==> src/rtl/alu_pkg.sv <==
package alu_pkg;
  localparam int DATA_W = 32;
  localparam int OP_W   = 3;

  typedef enum logic [OP_W-1:0] {
    OP_ADD = 3'b000,
    OP_SUB = 3'b001,
    OP_XOR = 3'b010,
    OP_SLT = 3'b011,
    OP_SHL = 3'b100
  } alu_op_e;
endpackage

==> src/rtl/alu_fa_cell.sv <==
module alu_fa_cell (
  input  logic x_i,
  input  logic y_i,
  input  logic c_i,
  output logic s_o,
  output logic c_o
);
  logic half;
  assign half = x_i ^ y_i;
  assign s_o  = half ^ c_i;
  assign c_o  = (x_i & y_i) | (half & c_i);
endmodule

==> src/rtl/alu_ripple_addsub.sv <==
module alu_ripple_addsub #(
  parameter int W = 32
) (
  input  logic [W-1:0] x_i,
  input  logic [W-1:0] y_i,
  input  logic         negate_i,
  output logic [W-1:0] sum_o,
  output logic         cout_o
);
  logic [W:0]   chain;
  logic [W-1:0] y_eff;

  assign y_eff    = y_i ^ {W{negate_i}};
  assign chain[0] = negate_i;

  for (genvar i = 0; i < W; i++) begin : g_bit
    alu_fa_cell u_fa (
      .x_i (x_i[i]),
      .y_i (y_eff[i]),
      .c_i (chain[i]),
      .s_o (sum_o[i]),
      .c_o (chain[i+1])
    );
  end

  assign cout_o = chain[W];
endmodule

==> src/rtl/alu_log_shifter.sv <==
module alu_log_shifter #(
  parameter int W = 32
) (
  input  logic [W-1:0]         val_i,
  input  logic [$clog2(W)-1:0] amt_i,
  output logic [W-1:0]         val_o
);
  localparam int STAGES = $clog2(W);

  logic [W-1:0] stg [0:STAGES];

  assign stg[0] = val_i;

  for (genvar k = 0; k < STAGES; k++) begin : g_stage
    localparam int STEP = 1 << k;
    assign stg[k+1] = amt_i[k] ? {stg[k][W-1-STEP:0], {STEP{1'b0}}} : stg[k];
  end

  assign val_o = stg[STAGES];
endmodule

==> src/rtl/alu_core.sv <==
module alu_core
  import alu_pkg::*;
#(
  parameter int W = DATA_W
) (
  input  logic [W-1:0]    a_in,
  input  logic [W-1:0]    b_in,
  input  logic [OP_W-1:0] op_sel,
  output logic [W-1:0]    res_out,
  output logic            carry_out,
  output logic            zero_out
);
  localparam int SHW = $clog2(W);

  alu_op_e      op;
  logic         do_neg;
  logic [W-1:0] arith;
  logic         arith_c;
  logic [W-1:0] shifted;
  logic [W-1:0] xored;
  logic [W-1:0] less;

  assign op     = alu_op_e'(op_sel);
  assign do_neg = (op == OP_SUB) || (op == OP_SLT);

  alu_ripple_addsub #(.W(W)) u_addsub (
    .x_i      (a_in),
    .y_i      (b_in),
    .negate_i (do_neg),
    .sum_o    (arith),
    .cout_o   (arith_c)
  );

  alu_log_shifter #(.W(W)) u_shl (
    .val_i (b_in),
    .amt_i (a_in[SHW-1:0]),
    .val_o (shifted)
  );

  assign xored = a_in ^ b_in;
  assign less  = {{(W-1){1'b0}}, arith[W-1]};

  always_comb begin
    res_out   = '0;
    carry_out = 1'b0;
    case (op)
      OP_ADD:  begin res_out = arith; carry_out = arith_c; end
      OP_SUB:  begin res_out = arith; carry_out = arith_c; end
      OP_XOR:  res_out = xored;
      OP_SLT:  res_out = less;
      OP_SHL:  res_out = shifted;
      default: res_out = '0;
    endcase
  end

  assign zero_out = ~|res_out;
endmodule

==> config.mk <==
export PLATFORM = sky130hd
export DESIGN_NAME = alu_core
export DESIGN_NICKNAME = d
export VERILOG_FILES = /design/src/rtl/alu_pkg.sv /design/src/rtl/alu_fa_cell.sv /design/src/rtl/alu_ripple_addsub.sv /design/src/rtl/alu_log_shifter.sv /design/src/rtl/alu_core.sv
export SDC_FILE = /design/constraint.sdc
export NUM_CORES = 1
export LEC_CHECK = 0
export ABC_AREA = 1
export ABC_CLOCK_PERIOD_IN_PS = 67900
export BUFFER_PORTS_ARGS = -buffer_cell sky130_fd_sc_hd__buf_2
export CAP_MARGIN = 0
export CORE_AREA = 2 2 79 81
export DETAILED_ROUTE_END_ITERATION = 12
export DIE_AREA = 0 0 81 83
export GPL_TIMING_DRIVEN = 0
export PLACE_DENSITY_LB_ADDON = 0.12
export SLEW_MARGIN = 20
export SYNTH_ARGS = -nofsm -noshare
export SYNTH_HDL_FRONTEND = slang
export SYNTH_SLANG_ARGS = --single-unit
==> constraint.sdc <==
create_clock -name vclk -period 67.9
set_input_delay 16.975 -clock vclk [all_inputs]
set_output_delay 16.975 -clock vclk [all_outputs]
set_load 0.05 [all_outputs]
Word level (Yosys, flattened, before mapping) --
Cells that the tools add are included. Widths: inputs -> output; s select.
Word-level totals: register bits 0, input bits 67, output and inout port bits 34, logic and storage cells 178
Cells by class: eq/ne operators 4, mux-type cells 7, bitwise gates (word level) 162, reduce and logical (&&, ||, !) cells 5
Operators by type and width (count):
- $mux 32 | 5
- $pmux 32 s4 | 1
- $and 1x1->1 | 64
- $xor 1x1->1 | 64
- $xor 32x32->32 | 2
- $or 1x1->1 | 32
- $reduce_or 32->1 | 1
- $eq 3x2->1 const B | 2
- $eq 3x1->1 const B | 1
- $eq 3x3->1 const B | 1
- $logic_not 3->1 | 1
- $reduce_or 2->1 | 1
- $logic_not 1->1 | 1
- $logic_or 1x1->1 | 1
- $mux 1 | 1

Longest topological paths before layout --
depth after elaboration 70, mapped depth 44, depth with buffers taken out 43

Modules after synthesis --
A second synthesis with hierarchy kept.
Second synthesis, totals: cell total of the unflattened synthesis 827, area total of the unflattened synthesis 4194.0 µm²
Modules (own cells, without submodules):
- alu_log_shifter | instances 1, cells each 354, area an instance 1595.3 µm², seq. area each 0.0 µm²
- alu_core | instances 1, cells each 305, area an instance 1361.3 µm², seq. area each 0.0 µm²
- alu_fa_cell | instances 32, cells each 1, area an instance 20.0 µm², seq. area each 0.0 µm²
- alu_ripple_addsub | instances 1, cells each 136, area an instance 596.8 µm², seq. area each 0.0 µm²

Least setup slack after synthesis --
OpenSTA, ideal clock, no wires.
path kind in2out, start point in op_sel[0], end point out zero_out, arrival 32.103 ns, data required time 50.925 ns, setup slack 18.822 ns, cell stages on the path 44, path through inv_1 -> nor2_1 -> buf_2 -> xor2_1 -> fa_1 -> fa_1 -> fa_1 -> fa_1 -> fa_1 -> fa_1 -> fa_1 -> fa_1 -> fa_1 -> fa_1 -> fa_1 -> fa_1 -> fa_1 -> fa_1 -> [... 8 more ...] -> fa_1 -> fa_1 -> fa_1 -> fa_1 -> fa_1 -> fa_1 -> fa_1 -> inv_1 -> fa_1 -> inv_1 -> fa_1 -> a32oi_1 -> nand3_1 -> nor2_1 -> nand3_1 -> nor2_1 -> nand2_1 -> nor2_1
Between the ends: word-level cells in the longest chain between the ends 70, elaborated cells between the ends (all ways) 168, classes of those cells eq/ne: 4; mux: 1; bitwise: 158; reduce/logical: 5
RTL lines:
- from (decl) | RTL line alu_core.sv:8 | input logic [OP_W-1:0] op_sel,
- $eq 3x1->1 / $eq 3x2->1 (equally long branches) | RTL line alu_core.sv:24, alu_core.sv:46
- $logic_or 1x1->1 | RTL line alu_core.sv:24 | assign do_neg = (op == OP_SUB) || (op == OP_SLT);
- $xor 32x32->32 | RTL line alu_ripple_addsub.sv:13 | assign y_eff = y_i ^ {W{negate_i}};
- $xor 1x1->1 | RTL line alu_fa_cell.sv:9 | assign half = x_i ^ y_i;
- $and 1x1->1 | RTL line alu_fa_cell.sv:11 | assign c_o = (x_i & y_i) | (half & c_i);
- $or 1x1->1 | RTL line alu_fa_cell.sv:11
- $and 1x1->1 | RTL line alu_fa_cell.sv:11
- $or 1x1->1 | RTL line alu_fa_cell.sv:11
- [... 55 more ...]
- $or 1x1->1 | RTL line alu_fa_cell.sv:11
- $and 1x1->1 | RTL line alu_fa_cell.sv:11
- $or 1x1->1 | RTL line alu_fa_cell.sv:11
- $xor 1x1->1 | RTL line alu_fa_cell.sv:10 | assign s_o = half ^ c_i;
- $pmux 32 s4 * | RTL line alu_core.sv:46 | case (op)
- named net res_out[31] | RTL line alu_core.sv:9 | output logic [W-1:0] res_out,
- $reduce_or 32->1 * | RTL line alu_core.sv:56 | assign zero_out = ~|res_out;
- $logic_not 1->1 * | RTL line alu_core.sv:56
- to (decl) | RTL line alu_core.sv:11 | output logic zero_out
Mark *: on every way through the listed nets, which the timed path passes. The rest lies on a longest branch.

Worst setup path after layout --
start point in op_sel[2], end point out zero_out
Between the ends: word-level cells in the longest chain between the ends 70, elaborated cells between the ends (all ways) 168, classes of those cells eq/ne: 4; mux: 1; bitwise: 158; reduce/logical: 5
RTL lines (RTL line):
- $eq 3x1->1 / $eq 3x2->1 (equally long branches) | alu_core.sv:24, alu_core.sv:46
- $logic_or 1x1->1 | alu_core.sv:24
- $xor 32x32->32 | alu_ripple_addsub.sv:13
- $xor 1x1->1 | alu_fa_cell.sv:9
- $and 1x1->1 | alu_fa_cell.sv:11
- $or 1x1->1 | alu_fa_cell.sv:11
- $and 1x1->1 | alu_fa_cell.sv:11
- $or 1x1->1 | alu_fa_cell.sv:11
- [... 54 more ...]
- $and 1x1->1 | alu_fa_cell.sv:11
- $or 1x1->1 | alu_fa_cell.sv:11
- $and 1x1->1 | alu_fa_cell.sv:11
- $or 1x1->1 | alu_fa_cell.sv:11
- $xor 1x1->1 | alu_fa_cell.sv:10
- $pmux 32 s4 * | alu_core.sv:46
- $reduce_or 32->1 * | alu_core.sv:56
- $logic_not 1->1 * | alu_core.sv:56
Every way passes the cells marked *; elsewhere a longest branch is shown, timed or not.

==> impl_results.md <==
* Status: complete, no violations
* Final Max Slew Viols at 0
* Unique masters post-synth at 24
* Hold endpoint: res_out[10]
* Routed Antenna Nets at 0
* Worst Setup Start Kind: input pin
* Setup bufs post-CTS at 0
* Leakage at between 2 and 2.5 nW
* Vias in the first global route at 4804
* Final WL at between 15000 and 20000 um
* Die Ht at a little over 80 um
* Rows at 28
* Remaining Overflow, GRT at 0
* Tightest Hold Check Type: in2out
* Area growth, synth to finish at 17.4%
* DRC viols at 0
* Die Area at approximately 6700 um^2
* Synth Area per Inst at about 5.8 um^2
* Clkbuf count at 0
* Share of layout cells above drive strength 1 at 20.8%
* Finished Layout Cells at 773
* Initial antenna violation count at 0
* CP delay by family, top: adder cells
* Pwr dens at ~12 nW/um^2
* Core area at about 5800 um^2
* Syn. warnings at 0
* Area after DPL at ~4000 um^2
* CP endpoint kind: primary output
* Synth Cell Area at 3440 um^2
* Initial Util at 59.2%
* Hold_sp: a_in[10]
* # diodes at 0
* WL per Instance at 19.5 um
* Largest fanout on the critical path at 10
* Port Buf Inserts at 101
* Placed cells at 773
* All-Layer GR Usage at a little under half
* Post-CTS resize count at 0
* Setup_tns at 0 ns
* Initial drt markers at slightly above 900
* Total of max-cap violations at 0
* Post-Synthesis Cells at ~600
* Via count at ~5100
* Width of the die at 81 um
* Post-synthesis sequential area ratio at 0%
* # hold bufs at CTS at 0
* Hold Vio Cnt, Final at 0
* First-pass GRT wire length at about 24000 um
* # IOs at between 100 and 150
* Final instance area at 4040 um^2
* Max Freq at 20.0 MHz
* Crit-path max cell delay at approximately 0.5 ns
* Flip-flop and latch count at 0
* Worst-Margin Slew at approximately 0.74 ns
* Crit path arrival time at between 30 and 40 ns
* Worst hold path cell count at 5
* Post-DP HPWL at roughly 12000 um
* Worst slew margin at ~51%
* Sequential cell area at 0 um^2
* Final setup fails at 0
* CP most frequent cell: fa_1
* Gpl congestion at 1.13
* Final nets at 799
* Tmin final at 49.95 ns
* Worst EP required at between 50 and 60 ns
* Period utilization at between 70% and 80%
* Slowest CP cell: fa_1
* RSZ-0062 raised after global routing: no
* Via-per-instance ratio at 6.61
* Setup Crit Path Kind: in2out
* Pin count of the biggest net entering global routing at 11
* Crit path buf inv count at 5
* Drt pass-1 iters at 6
* Syn nets at ~700
* Peak supply drop at 7.81 uV
final cells by class:
| cell class | instances | area, um^2 |
|---|---|---|
| well taps | 75 | 93.8 |
| fillers | 553 | 1770 |
| plain buffers | 36 | 168 |
| inverters | 21 | 78.8 |
| multi-input cells | 540 | 3200 |
| repair buffers | 101 | 505 |
cells in the mapped netlist, drive strengths merged:
| library cell | instances | area (um^2) |
|---|---|---|
| nand3 | 229 | 1150 |
| nand2 | 150 | 563 |
| xor2 | 41 | 359 |
| fa | 31 | 621 |
| nor2 | 31 | 116 |
| buf | 22 | 115 |
| inv | 20 | 75.1 |
| or2 | 20 | 125 |
| clkbuf | 14 | 52.6 |
| a22oi | 10 | 75.1 |
| a21oi | 8 | 40.0 |
| a32oi | 7 | 61.3 |
| nand4 | 6 | 37.5 |
| o21ai | 2 | 10.0 |
| a31oi | 1 | 6.26 |
| clkinv | 1 | 3.75 |
| ha | 1 | 12.5 |
| o211ai | 1 | 7.51 |
| o31ai | 1 | 7.51 |
| xnor2 | 1 | 8.76 |
per-stage QoR:
| step | power (mW) | util, % | hold WS (ns) | setup slack [ns] |
|---|---|---|---|---|
| after floorplan | 0.0321 | - | 34.34 | 18.82 |
| after global placement | 0.0444 | 69.5 | 34.47 | 18.24 |
| after detailed placement | 0.0460 | 69.5 | 34.49 | 18.08 |
| after CTS | 0.0461 | 69.5 | 34.49 | 18.05 |
| after global routing | 0.0510 | 69.5 | 34.51 | 17.41 |
| final | 0.0473 | 69.5 | 34.49 | 17.95 |
power by group:
part | internal, mW | total, mW | switching [mW]
Clock | 0 | 0 | 0
Sequential | 0 | 0 | 0
Combinational | 0.0145 | 0.0473 | 0.0327
Total | 0.0145 | 0.0473 | 0.0327
routing by layer:
layer / global-route usage, % / wire length [um] / vias to the layer above
met5: 0 / 0 / -
met3: 9.35 / 2530 / 84
met2: 65.9 / 6340 / 500
met4: 21.1 / 810 / 0
li1: - / - / 2257
met1: 63.0 / 5380 / 2269
worst max-delay path by stage:
stage	endpoint	from	cells after the start	slack (ns)
2_1_floorplan	zero_out	op_sel[0]	44	18.82
3_3_place_gp	zero_out	op_sel[2]	45	18.24
3_5_place_dp	zero_out	op_sel[2]	45	18.08
4_1_cts	zero_out	op_sel[2]	45	18.05
5_1_grt	zero_out	op_sel[0]	46	17.41
6_report	zero_out	op_sel[2]	45	17.95
tightest hold or removal path: cells and delay by family:
kind	cells	cell delay, ns
buffers and inverters	2	0.33
AND/OR/NAND/NOR	3	0.21
logic make-up (layout without fill, tap and decap cells):
| logic type | Yosys count | after routing | share of synthesized area, % |
|---|---|---|---|
| buffers and inverters | 57 | 158 | 7.16 |
| AND/OR/NAND/NOR | 436 | 436 | 57.7 |
| AO/OA/AOI/OAI | 30 | 30 | 6.03 |
| adder cells (fa/ha/maj) | 32 | 32 | 18.4 |
| XOR/XNOR | 42 | 42 | 10.7 |
placed cells by master (no fill, tap or decap), types with 2 or more instances in the layout:
| cell | Yosys | final |
|---|---|---|
| nand3_1 | 229 | 229 |
| nand2_1 | 150 | 150 |
| buf_2 | 20 | 121 |
| xor2_1 | 41 | 41 |
| nor2_1 | 31 | 31 |
| fa_1 | 31 | 31 |
| or2_2 | 19 | 19 |
| inv_1 | 16 | 16 |
| clkbuf_1 | 14 | 14 |
| a22oi_1 | 10 | 10 |
| a21oi_1 | 8 | 8 |
| a32oi_1 | 7 | 7 |
| nand4_1 | 6 | 6 |
| inv_2 | 4 | 4 |
| o21ai_1 | 2 | 2 |
No activity file was read; power rests on OpenSTA's default activity.
